### config.mk
export PLATFORM = sky130hd
export DESIGN_NAME = mesh_port_switch
export DESIGN_NICKNAME = d
export VERILOG_FILES = /design/src/rtl/mps_pkg.sv /design/src/rtl/mps_sel_reg.sv /design/src/rtl/mps_dest_mux.sv /design/src/rtl/mesh_port_switch.sv
export SDC_FILE = /design/constraint.sdc
export NUM_CORES = 1
export LEC_CHECK = 0
export ABC_AREA = 1
export BUFFER_PORTS_ARGS = -buffer_cell sky130_fd_sc_hd__buf_2
export CAP_MARGIN = 20
export CORE_AREA = 2 2 508 510
export DETAILED_ROUTE_END_ITERATION = 6
export DIE_AREA = 0 0 510 512
export GPL_TIMING_DRIVEN = 0
export PLACE_DENSITY = 0.3
export SLEW_MARGIN = 20
export SYNTH_ARGS = -nofsm -noshare
export SYNTH_HDL_FRONTEND = slang
export SYNTH_SLANG_ARGS = --single-unit
### constraint.sdc
create_clock -name clk -period 1.2 [get_ports clk]
set_input_delay 0.06 -clock clk [delete_from_list [all_inputs] [get_ports clk]]
set_output_delay 0.06 -clock clk [all_outputs]
set_load 0.01 [all_outputs]
### src/rtl/mps_pkg.sv
// Package for the mesh port switch.
// Holds the matrix size bound and the elaboration-time helpers that read
// a connection matrix. Bit s*ndst+d set means source s may drive dest d.
package mps_pkg;

    localparam int ADJ_MAX = 4096;

    // Default pattern: every fourth destination empty, one hard-wired,
    // the rest with several sources selected by index stride.
    function automatic logic [ADJ_MAX-1:0] default_adj(input int nsrc, input int ndst);
        logic [ADJ_MAX-1:0] m;
        m = '0;
        for (int d = 0; d < ndst; d++) begin
            for (int s = 0; s < nsrc; s++) begin
                if ((d % 4) == 1)
                    m[s*ndst+d] = (s == (d % nsrc));
                else if ((d % 4) != 0)
                    m[s*ndst+d] = (((s + d) % 3) == 0);
            end
        end
        return m;
    endfunction

    // Number of permitted sources of one destination.
    function automatic int drv_count(input logic [ADJ_MAX-1:0] m, input int nsrc,
                                     input int ndst, input int d);
        int n;
        n = 0;
        for (int s = 0; s < nsrc; s++)
            if (m[s*ndst+d]) n++;
        return n;
    endfunction

    // Lowest permitted source index of one destination (0 if none).
    function automatic int first_src(input logic [ADJ_MAX-1:0] m, input int nsrc,
                                     input int ndst, input int d);
        for (int s = nsrc - 1; s >= 0; s--)
            if (m[s*ndst+d]) first_src = s;
        if (drv_count(m, nsrc, ndst, d) == 0) first_src = 0;
    endfunction

    // Column of one destination as a source mask.
    function automatic logic [63:0] col_mask(input logic [ADJ_MAX-1:0] m, input int nsrc,
                                             input int ndst, input int d);
        logic [63:0] c;
        c = '0;
        for (int s = 0; s < nsrc; s++)
            c[s] = m[s*ndst+d];
        return c;
    endfunction

endpackage

### src/rtl/mps_sel_reg.sv
// Select register for one multiplexed destination.
// Accepts a write only when addressed and when the value is below the
// destination's driver count; otherwise holds. Synchronous active-low reset.
module mps_sel_reg #(
    parameter int SW    = 1,
    parameter int SEL_W = 5,
    parameter int AW    = 5,
    parameter int IDX   = 0,
    parameter int CNT   = 2
) (
    input  logic             clk,
    input  logic             rst_n,
    input  logic             cfg_we,
    input  logic [AW-1:0]    cfg_dest,
    input  logic [SEL_W-1:0] cfg_sel,
    output logic [SW-1:0]    sel_o
);
    localparam logic [AW-1:0]  MY_ADDR = AW'(IDX);
    localparam logic [SEL_W:0] LIMIT   = (SEL_W+1)'(CNT);

    logic accept;

    // Decide whether the current write targets this register with a legal value.
    always_comb accept = cfg_we && (cfg_dest == MY_ADDR) && ({1'b0, cfg_sel} < LIMIT);

    // Hold or update the select value.
    always_ff @(posedge clk) begin
        if (!rst_n)
            sel_o <= '0;
        else if (accept)
            sel_o <= cfg_sel[SW-1:0];
    end
endmodule

### src/rtl/mps_dest_mux.sv
// Ranked source multiplexer for one destination.
// Picks the permitted source whose rank among the set MASK bits equals sel.
// Assumes sel is below the number of set bits; otherwise outputs zero.
module mps_dest_mux #(
    parameter int               W    = 32,
    parameter int               NSRC = 20,
    parameter int               SW   = 1,
    parameter logic [NSRC-1:0]  MASK = '1
) (
    input  logic [NSRC*W-1:0] src_i,
    input  logic [SW-1:0]     sel_i,
    output logic [W-1:0]      dout_o
);
    // Walk permitted sources in index order and take the one at rank sel.
    always_comb begin
        int rank;
        rank   = 0;
        dout_o = '0;
        for (int s = 0; s < NSRC; s++) begin
            if (MASK[s]) begin
                if (rank == int'(sel_i)) dout_o = src_i[s*W +: W];
                rank++;
            end
        end
    end
endmodule

### src/rtl/mesh_port_switch.sv
// Matrix-configured routing shell around one processing element.
// Sources: side inputs N,E,S,W then element results. Destinations: side
// outputs N,E,S,W then element operands. Each destination becomes a zero,
// a wire or a run-time selected multiplexer depending on its driver count.
module mesh_port_switch #(
    parameter int W       = 32,
    parameter int IN_N    = 4,
    parameter int IN_E    = 4,
    parameter int IN_S    = 4,
    parameter int IN_W    = 4,
    parameter int OUT_N   = 4,
    parameter int OUT_E   = 4,
    parameter int OUT_S   = 4,
    parameter int OUT_W   = 4,
    parameter int PE_RES  = 4,
    parameter int PE_OPND = 4,
    parameter logic [mps_pkg::ADJ_MAX-1:0] ADJ = mps_pkg::default_adj(
        IN_N + IN_E + IN_S + IN_W + PE_RES, OUT_N + OUT_E + OUT_S + OUT_W + PE_OPND),
    localparam int NSRC   = IN_N + IN_E + IN_S + IN_W + PE_RES,
    localparam int NDST   = OUT_N + OUT_E + OUT_S + OUT_W + PE_OPND,
    localparam int SEL_W  = (NSRC > 1) ? $clog2(NSRC) : 1,
    localparam int AW     = (NDST > 1) ? $clog2(NDST) : 1
) (
    input  logic                 clk,
    input  logic                 rst_n,
    input  logic [IN_N*W-1:0]    north_i,
    input  logic [IN_E*W-1:0]    east_i,
    input  logic [IN_S*W-1:0]    south_i,
    input  logic [IN_W*W-1:0]    west_i,
    input  logic [PE_RES*W-1:0]  pe_res_i,
    output logic [OUT_N*W-1:0]   north_o,
    output logic [OUT_E*W-1:0]   east_o,
    output logic [OUT_S*W-1:0]   south_o,
    output logic [OUT_W*W-1:0]   west_o,
    output logic [PE_OPND*W-1:0] pe_opnd_o,
    input  logic                 cfg_we,
    input  logic [AW-1:0]        cfg_dest,
    input  logic [SEL_W-1:0]     cfg_sel
);
    localparam int OFF_E = OUT_N;
    localparam int OFF_S = OFF_E + OUT_E;
    localparam int OFF_W = OFF_S + OUT_S;
    localparam int OFF_P = OFF_W + OUT_W;

    logic [NSRC*W-1:0]     src_bus;
    logic [NDST*W-1:0]     dst_bus;
    logic [NDST*SEL_W-1:0] sel_bus;

    // Gather all sources in index order, north lowest.
    assign src_bus = {pe_res_i, west_i, south_i, east_i, north_i};

    // Split destinations back onto the sides.
    assign north_o   = dst_bus[0       +: OUT_N*W];
    assign east_o    = dst_bus[OFF_E*W +: OUT_E*W];
    assign south_o   = dst_bus[OFF_S*W +: OUT_S*W];
    assign west_o    = dst_bus[OFF_W*W +: OUT_W*W];
    assign pe_opnd_o = dst_bus[OFF_P*W +: PE_OPND*W];

    for (genvar d = 0; d < NDST; d++) begin : g_dst
        localparam int CNT = mps_pkg::drv_count(ADJ, NSRC, NDST, d);
        if (CNT == 0) begin : g_empty
            assign dst_bus[d*W +: W]           = '0;
            assign sel_bus[d*SEL_W +: SEL_W]   = '0;
        end else if (CNT == 1) begin : g_wire
            localparam int SRC = mps_pkg::first_src(ADJ, NSRC, NDST, d);
            assign dst_bus[d*W +: W]           = src_bus[SRC*W +: W];
            assign sel_bus[d*SEL_W +: SEL_W]   = '0;
        end else begin : g_mux
            localparam int          SW  = $clog2(CNT);
            localparam logic [63:0] COL = mps_pkg::col_mask(ADJ, NSRC, NDST, d);
            logic [SW-1:0] sel_d;

            mps_sel_reg #(.SW(SW), .SEL_W(SEL_W), .AW(AW), .IDX(d), .CNT(CNT)) u_sel (
                .clk(clk), .rst_n(rst_n), .cfg_we(cfg_we), .cfg_dest(cfg_dest),
                .cfg_sel(cfg_sel), .sel_o(sel_d)
            );

            mps_dest_mux #(.W(W), .NSRC(NSRC), .SW(SW), .MASK(COL[NSRC-1:0])) u_mux (
                .src_i(src_bus), .sel_i(sel_d), .dout_o(dst_bus[d*W +: W])
            );

            assign sel_bus[d*SEL_W +: SEL_W] = SEL_W'(sel_d);
        end
    end
endmodule

==> out/metrics.yaml, run 1 <==
first_global_vias: 36200
place.detailed.instances: 8779
postSynth.asyncResetShare_pct: 0
instances_no_fill: 9206
grt.overflow.total: 0
dieArea_um2: 261000
power.static_leakage_nw: 19.9
power_per_cell_area_nw_per_um2: 271
antenna_violating_nets_post_route: 0
timing_hold_violations_final: 0
grt_first_pass_wirelength_um: 353000
worst_clock_skew_ns: 0
synthTopCellsByCount: "nand2_1, nand4_1, nor2_1, nand3_1, buf_4"
holdBufCountCts: 0
final_net_count: 6409
startpoint_type: "flip-flop"
critical-path-top-delay-family: "buffers and inverters"
numCtsBuffers: 5
timing.setup.critical_path_class: "reg2out"
avgRoutedWirePerCell_um: 30.0
io_buffer_count: 1131
reg.largest.list: "g_dst.g_mux.u_sel.sel_o x30"
r2r_setup_slack_ns: 0.04
worst-endpoint-arrival_ns: 2.11
grt_usage_pct: 19.9
post_synth_inst_count: 4104
flip_flop_count_of_the_largest_register_all_copies_and_words_added: 30
vias_per_cell: 4.24
finalWorstSetupSlack_ns: -0.970
ioPinCount: 1293
antenna_found_initial: 188
registers.top_by_ff_count: "g_dst.g_mux.u_sel.sel_o"
cts_tree: "done"
totalNegativeSetupSlack_ns: -257.32
max_clock_freq_mhz: 461
failed_checks: "negative setup slack"
ir_drop_v: 0.000398
drv_cap: 0
p_total_mw: 11.6
synth-main-ff-cell: "dfxtp_1"
multi_input_comb_area_um2: 18500
status: "finished with violations"
cp-end-kind: "primary output"
dr.pass1.iters: 6
synthesis.yosys.warnings: 0
final_max_slew_viol_count: 0
maximum_fanout_encountered_on_the_critical_timing_path: 5
fillCellCount: 29800
clock-sinks: 30
detail_route.wirelength_um: 276000
min_period_ns: 2.17
synth_enable_flop_cells: 0
worst_path_largest_cell_delay_ns: 0.38
post-dp-hpwl_um: 227000
cts_htree_levels: 2
worst_max_slew_pin_slew_ns: 0.609
dr_total_vias: 39000
critPathRequiredTime_ns: 1.14
timing.critical_path.mode_cell: "buf_6"
die_h_um: 512
clock_latency_ns: 0.31
clk_pin_slew_ns: 0.06
synth_top_cell_area_share_pct: 22.6
drc: 0
syn-mean-instance-area_um2: 4.86
pin_count_of_the_biggest_net_entering_global_routing: 11
layout-drive-gt1-share_pct: 49.5
netlist.top_cell.by_area: "nand2_1"
die-width_um: 510
area_growth_syn_to_layout_pct: 114
synth_cell_types: 19
postSynthRegisterBits: 30
holdCritPathClass: "in2reg"
setup_violations: 338
synthMostInstantiatedCell: "nand2_1"
post-route-period-util_pct: 181
clock_path_buffers: 2
core_area_um2: 256000
first_iter_violations: 4600
grt_setup_unrepaired: "true"
gp_congestion: 0.928
clockRootBuffer: "clkbuf_16"
yosysSeqAreaShare_pct: 3.01
cpMaxStageDelayCell: "dfxtp_4"
headroom_to_the_max_slew_limit_pct: 59.4
initial_core_util_pct: 7.80
netlist_area_um2: 19900
path_buf_inv: 6
seqCellArea_um2: 697
std_cell_rows: 186
synth_area_leaders: "nand2_1, nand4_1, nand3_1"
cp_cell_sequence: "buf_16 -> buf_6 -> nor3_4 -> buf_6 -> buf_8 -> clkbuf_16 -> nand2_2 -> nand4_1 -> buf_2"
-- worst register-to-register path, delay by kind of cell (launching register included) --
family	cells	cell delay, ns
AND/OR/NAND/NOR	1	0.06
buffers and inverters	3	0.45
AO/OA/AOI/OAI	1	0.17
flip-flops	1	0.37
-- where the power goes --
part	internal (mW)	total [mW]	switching [mW]
combinational	3.37	9.07	5.70
clock	0.831	1.56	0.725
sequential	0.948	0.957	0.00897
total	5.15	11.6	6.44
-- placed cells by master, fill, tap and decap left out, types with 149 or more instances in the layout --
| master | count |
|---|---|
| inv_1 | 149 |
| buf_6 | 244 |
| nand2_1 | 889 |
| nand2_2 | 217 |
| nand4_1 | 701 |
| buf_2 | 1032 |
| buf_4 | 498 |
| nor2_1 | 556 |
| conb_1 | 160 |
| nand3_1 | 388 |
-- final timing paths --
check,cells after the start,endpoint,from
worst max-delay path,9,north_o[107],g_dst[3].g_mux.u_sel.sel_o[0]
worst max register to register,5,g_dst[18].g_mux.u_sel.sel_o[0],g_dst[18].g_mux.u_sel.sel_o[0]
worst min-delay path,5,g_dst[19].g_mux.u_sel.sel_o[0],cfg_we
worst min register to register,2,g_dst[15].g_mux.u_sel.sel_o[2],g_dst[15].g_mux.u_sel.sel_o[2]
-- cell families (layout without fill, tap and decap cells) --
family          count (synthesis)  in the layout  synth area share [%]
compound gates                118            118                  2.96
buf+inv                       832           2326                  22.2
flops                          30             30                  3.01
other cells                     1            225                0.0188
simple gates                 3123           3123                  71.8
-- stage by stage --
step                      hold WS [ns]  cell area [um^2]  setup slack [ns]  util (%)
after detailed placement         0.411             30700             -1.69      12.0
final                            0.179             42800            -0.970      16.7
after CTS                        0.147             40600             -1.02      15.9
after global routing             0.221             42700             -1.02      16.7
after floorplan                  0.212             20800           -0.0708         -
after global placement           0.412             30700             -1.71      12.0
-- area by class of cell --
type,count,area share (%)
multi-input cells,3401,43.3
repair buffers,1505,26.2
plain buffers,633,16.2
well taps,3384,9.90
inverters,180,1.95
flip-flops and latches,30,1.63
diodes,65,0.380
clock buffers,7,0.334
clock inverters,1,0.0117
-- timing repair --
| item | in CTS | in global routing |
|---|---|---|
| endpoints found under the setup margin | 341 | 338 |
| setup buffers | 274 | 81 |
| pin swaps | 371 | 313 |
| cloned | 37 | 8 |
| resized for setup | 1670 | 541 |
-- layer usage --
metal  GRT usage [%]  routed length (um)  vias to the layer above
li1                -                   -                    16900
met5               0                 736                        -
met1            24.3              109000                    18800
met2            33.5              128000                     2558
met3            6.18               29100                      560
met4            5.10                9890                      108
(Power assumes the default switching activity.)
==> inputs of run 2 (changes only) <==
--- a/config.mk
+++ b/config.mk
@@ -12,8 +12,10 @@
 export DETAILED_ROUTE_END_ITERATION = 6
 export DIE_AREA = 0 0 510 512
 export GPL_TIMING_DRIVEN = 0
+export MAX_ROUTING_LAYER = met4
 export PLACE_DENSITY = 0.3
 export SLEW_MARGIN = 20
 export SYNTH_ARGS = -nofsm -noshare
 export SYNTH_HDL_FRONTEND = slang
 export SYNTH_SLANG_ARGS = --single-unit
+export TNS_END_PERCENT = 30
==> constraint.sdc (replaced) <==
create_clock -name clk -period 1.9 [get_ports clk]
set_input_delay 0.095 -clock clk [delete_from_list [all_inputs] [get_ports clk]]
set_output_delay 0.095 -clock clk [all_outputs]
set_load 0.01 [all_outputs]
==> run 2 against run 1 <==
  * Largest power group unchanged
  * Highest routed layer is now met4
  * Clock-buffer cell count down 1
  * Core utilization down 1.3 points
  * Critical path depth unchanged
  * Non-clock buffer count down 86
  * The flow finishes with violations (design-rule violations, negative setup slack)
  * Critical path type unchanged
  * Sequential share of layout area up 0.13 points
  * Largest cell class unchanged
==> out/metrics.yaml, run 2 (synthesis gave the netlist of run 1 again) <==
area_growth_syn_to_layout_pct: 97.4
post-dp-hpwl_um: 223000
numCtsBuffers: 5
clock_path_buffers: 2
registers.top_by_ff_count: "g_dst.g_mux.u_sel.sel_o"
place.detailed.instances: 8784
failed_checks: "design-rule violations, negative setup slack"
instances_no_fill: 9146
finalWorstSetupSlack_ns: -0.290
reg.largest.list: "g_dst.g_mux.u_sel.sel_o x30"
max_clock_freq_mhz: 457
detail_route.wirelength_um: 265000
avgRoutedWirePerCell_um: 29.0
die-width_um: 510
timing_hold_violations_final: 0
holdCritPathClass: "in2reg"
ir_drop_v: 0.000242
cts_tree: "done"
min_period_ns: 2.19
first_iter_violations: 3742
clock_latency_ns: 0.32
worst_clock_skew_ns: 0
cts_htree_levels: 2
grt.overflow.total: 0
p_total_mw: 6.92
grt_first_pass_wirelength_um: 338000
worst_max_slew_pin_slew_ns: 1.02
post-route-period-util_pct: 115
grt_usage_pct: 19.5
drc: 1
die_h_um: 512
clk_pin_slew_ns: 0.07
startpoint_type: "flip-flop"
multi_input_comb_area_um2: 17000
layout-drive-gt1-share_pct: 42.8
worst-endpoint-arrival_ns: 2.09
antenna_violating_nets_post_route: 0
std_cell_rows: 186
power_per_cell_area_nw_per_um2: 176
timing.setup.critical_path_class: "reg2out"
worst_r2r_path_depth: 6
gp_congestion: 0.917
first_global_vias: 34900
vias_per_cell: 4.14
power.static_leakage_nw: 18.0
initial_core_util_pct: 7.80
core_area_um2: 256000
flip_flop_count_of_the_largest_register_all_copies_and_words_added: 30
dr.pass1.iters: 7
setup_violations: 281
worst_hold_path.num_cells: 3
final_cell_area_um2: 39400
clockRootBuffer: "clkbuf_16"
cp-end-kind: "primary output"
seqCellArea_um2: 692
io_buffer_count: 1131
mostFrequentLayoutCell: "nand2_1"
maximum_fanout_encountered_on_the_critical_timing_path: 5
dieArea_um2: 261000
ioPinCount: 1293
detailedPlace.worstSlack_ns: -1.17
fillCellCount: 29900
status: "finished with violations"
clock-sinks: 30
final_net_count: 6323
dr_total_vias: 37800
headroom_to_the_max_slew_limit_pct: 32.0
final_cell_mix: "nand2_1, buf_2, nand4_1, nor2_1, buf_4"
grt_setup_unrepaired: "true"
critPathRequiredTime_ns: 1.80
pin_count_of_the_biggest_net_entering_global_routing: 12
antenna_found_initial: 168
postPlaceCellArea_um2: 30600
drv_cap: 0
final_max_slew_viol_count: 0
==> run 2: cell count changes in the layout (fill, tap and decap cells not counted), sizes merged <==
cell      change
bufbuf        -1
clkinvlp      +1
diode        +26
clkbuf       -32
buf          -54
==> run 2: critical path, stage by stage, from the launching register on <==
cell and delay (ns):
dfxtp_2 0.33, buf_8 0.14, clkinvlp_4 0.14, buf_8 0.16, buf_6 0.11, nand4_1 0.09
nand3_2 0.12, nor2_2 0.11, nand4_1 0.29, buf_2 0.27
==> run 2: power breakdown <==
group | internal, mW | leakage [nW] | switching, mW
sequential | 0.601 | 0.263 | 0.00594
combinational | 2.03 | 17.7 | 3.33
clock | 0.522 | 0.0734 | 0.428
total | 3.16 | 18.0 | 3.76
==> run 2: cell type report <==
cell class | count | share of cell area [%]
inverters | 180 | 2.04
diodes | 91 | 0.578
clock inverters | 2 | 0.0318
flip-flops and latches | 30 | 1.76
well taps | 3384 | 10.8
multi-input cells | 3401 | 43.3
plain buffers | 639 | 16.8
repair buffers | 1413 | 24.4
clock buffers | 6 | 0.353
==> run 2: what timing repair did <==
item	4_1_cts	5_1_grt
pin swaps	129	163
endpoints found under the setup margin	321	319
setup buffers	158	96
hold buffers	0	0
resized for setup	1180	586
gates cloned	13	16
endpoints found under the hold margin	0	0
==> run 2: path summary, 6_finish.rpt <==
path / from / end / slack (ns)
max: g_dst[11].g_mux.u_sel.sel_o[0] / south_o[127] / -0.29
min: rst_n / g_dst[18].g_mux.u_sel.sel_o[2] / 0.28
max reg2reg: g_dst[3].g_mux.u_sel.sel_o[0] / g_dst[3].g_mux.u_sel.sel_o[0] / 0.64
min reg2reg: g_dst[3].g_mux.u_sel.sel_o[2] / g_dst[3].g_mux.u_sel.sel_o[2] / 0.55
==> run 2: metal layers <==
metal | track usage (%) | up-vias | share of wire (%)
met5 | - | - | 0
met4 | 5.31 | 0 | 3.8
met3 | 5.90 | 444 | 9.3
met2 | 32.1 | 2395 | 47
met1 | 22.8 | 18200 | 40
li1 | - | 16800 | -
==> run 2: through the flow <==
stage | setup TNS, ns | hold WS, ns | util (%)
after global placement | -223.11 | 0.485 | 11.9
after detailed placement | -201.19 | 0.478 | 11.9
after global routing | -52.95 | 0.300 | 15.4
after CTS | -43.17 | 0.225 | 14.3
after floorplan | 0 | 0.282 | -
final | -26.34 | 0.276 | 15.4
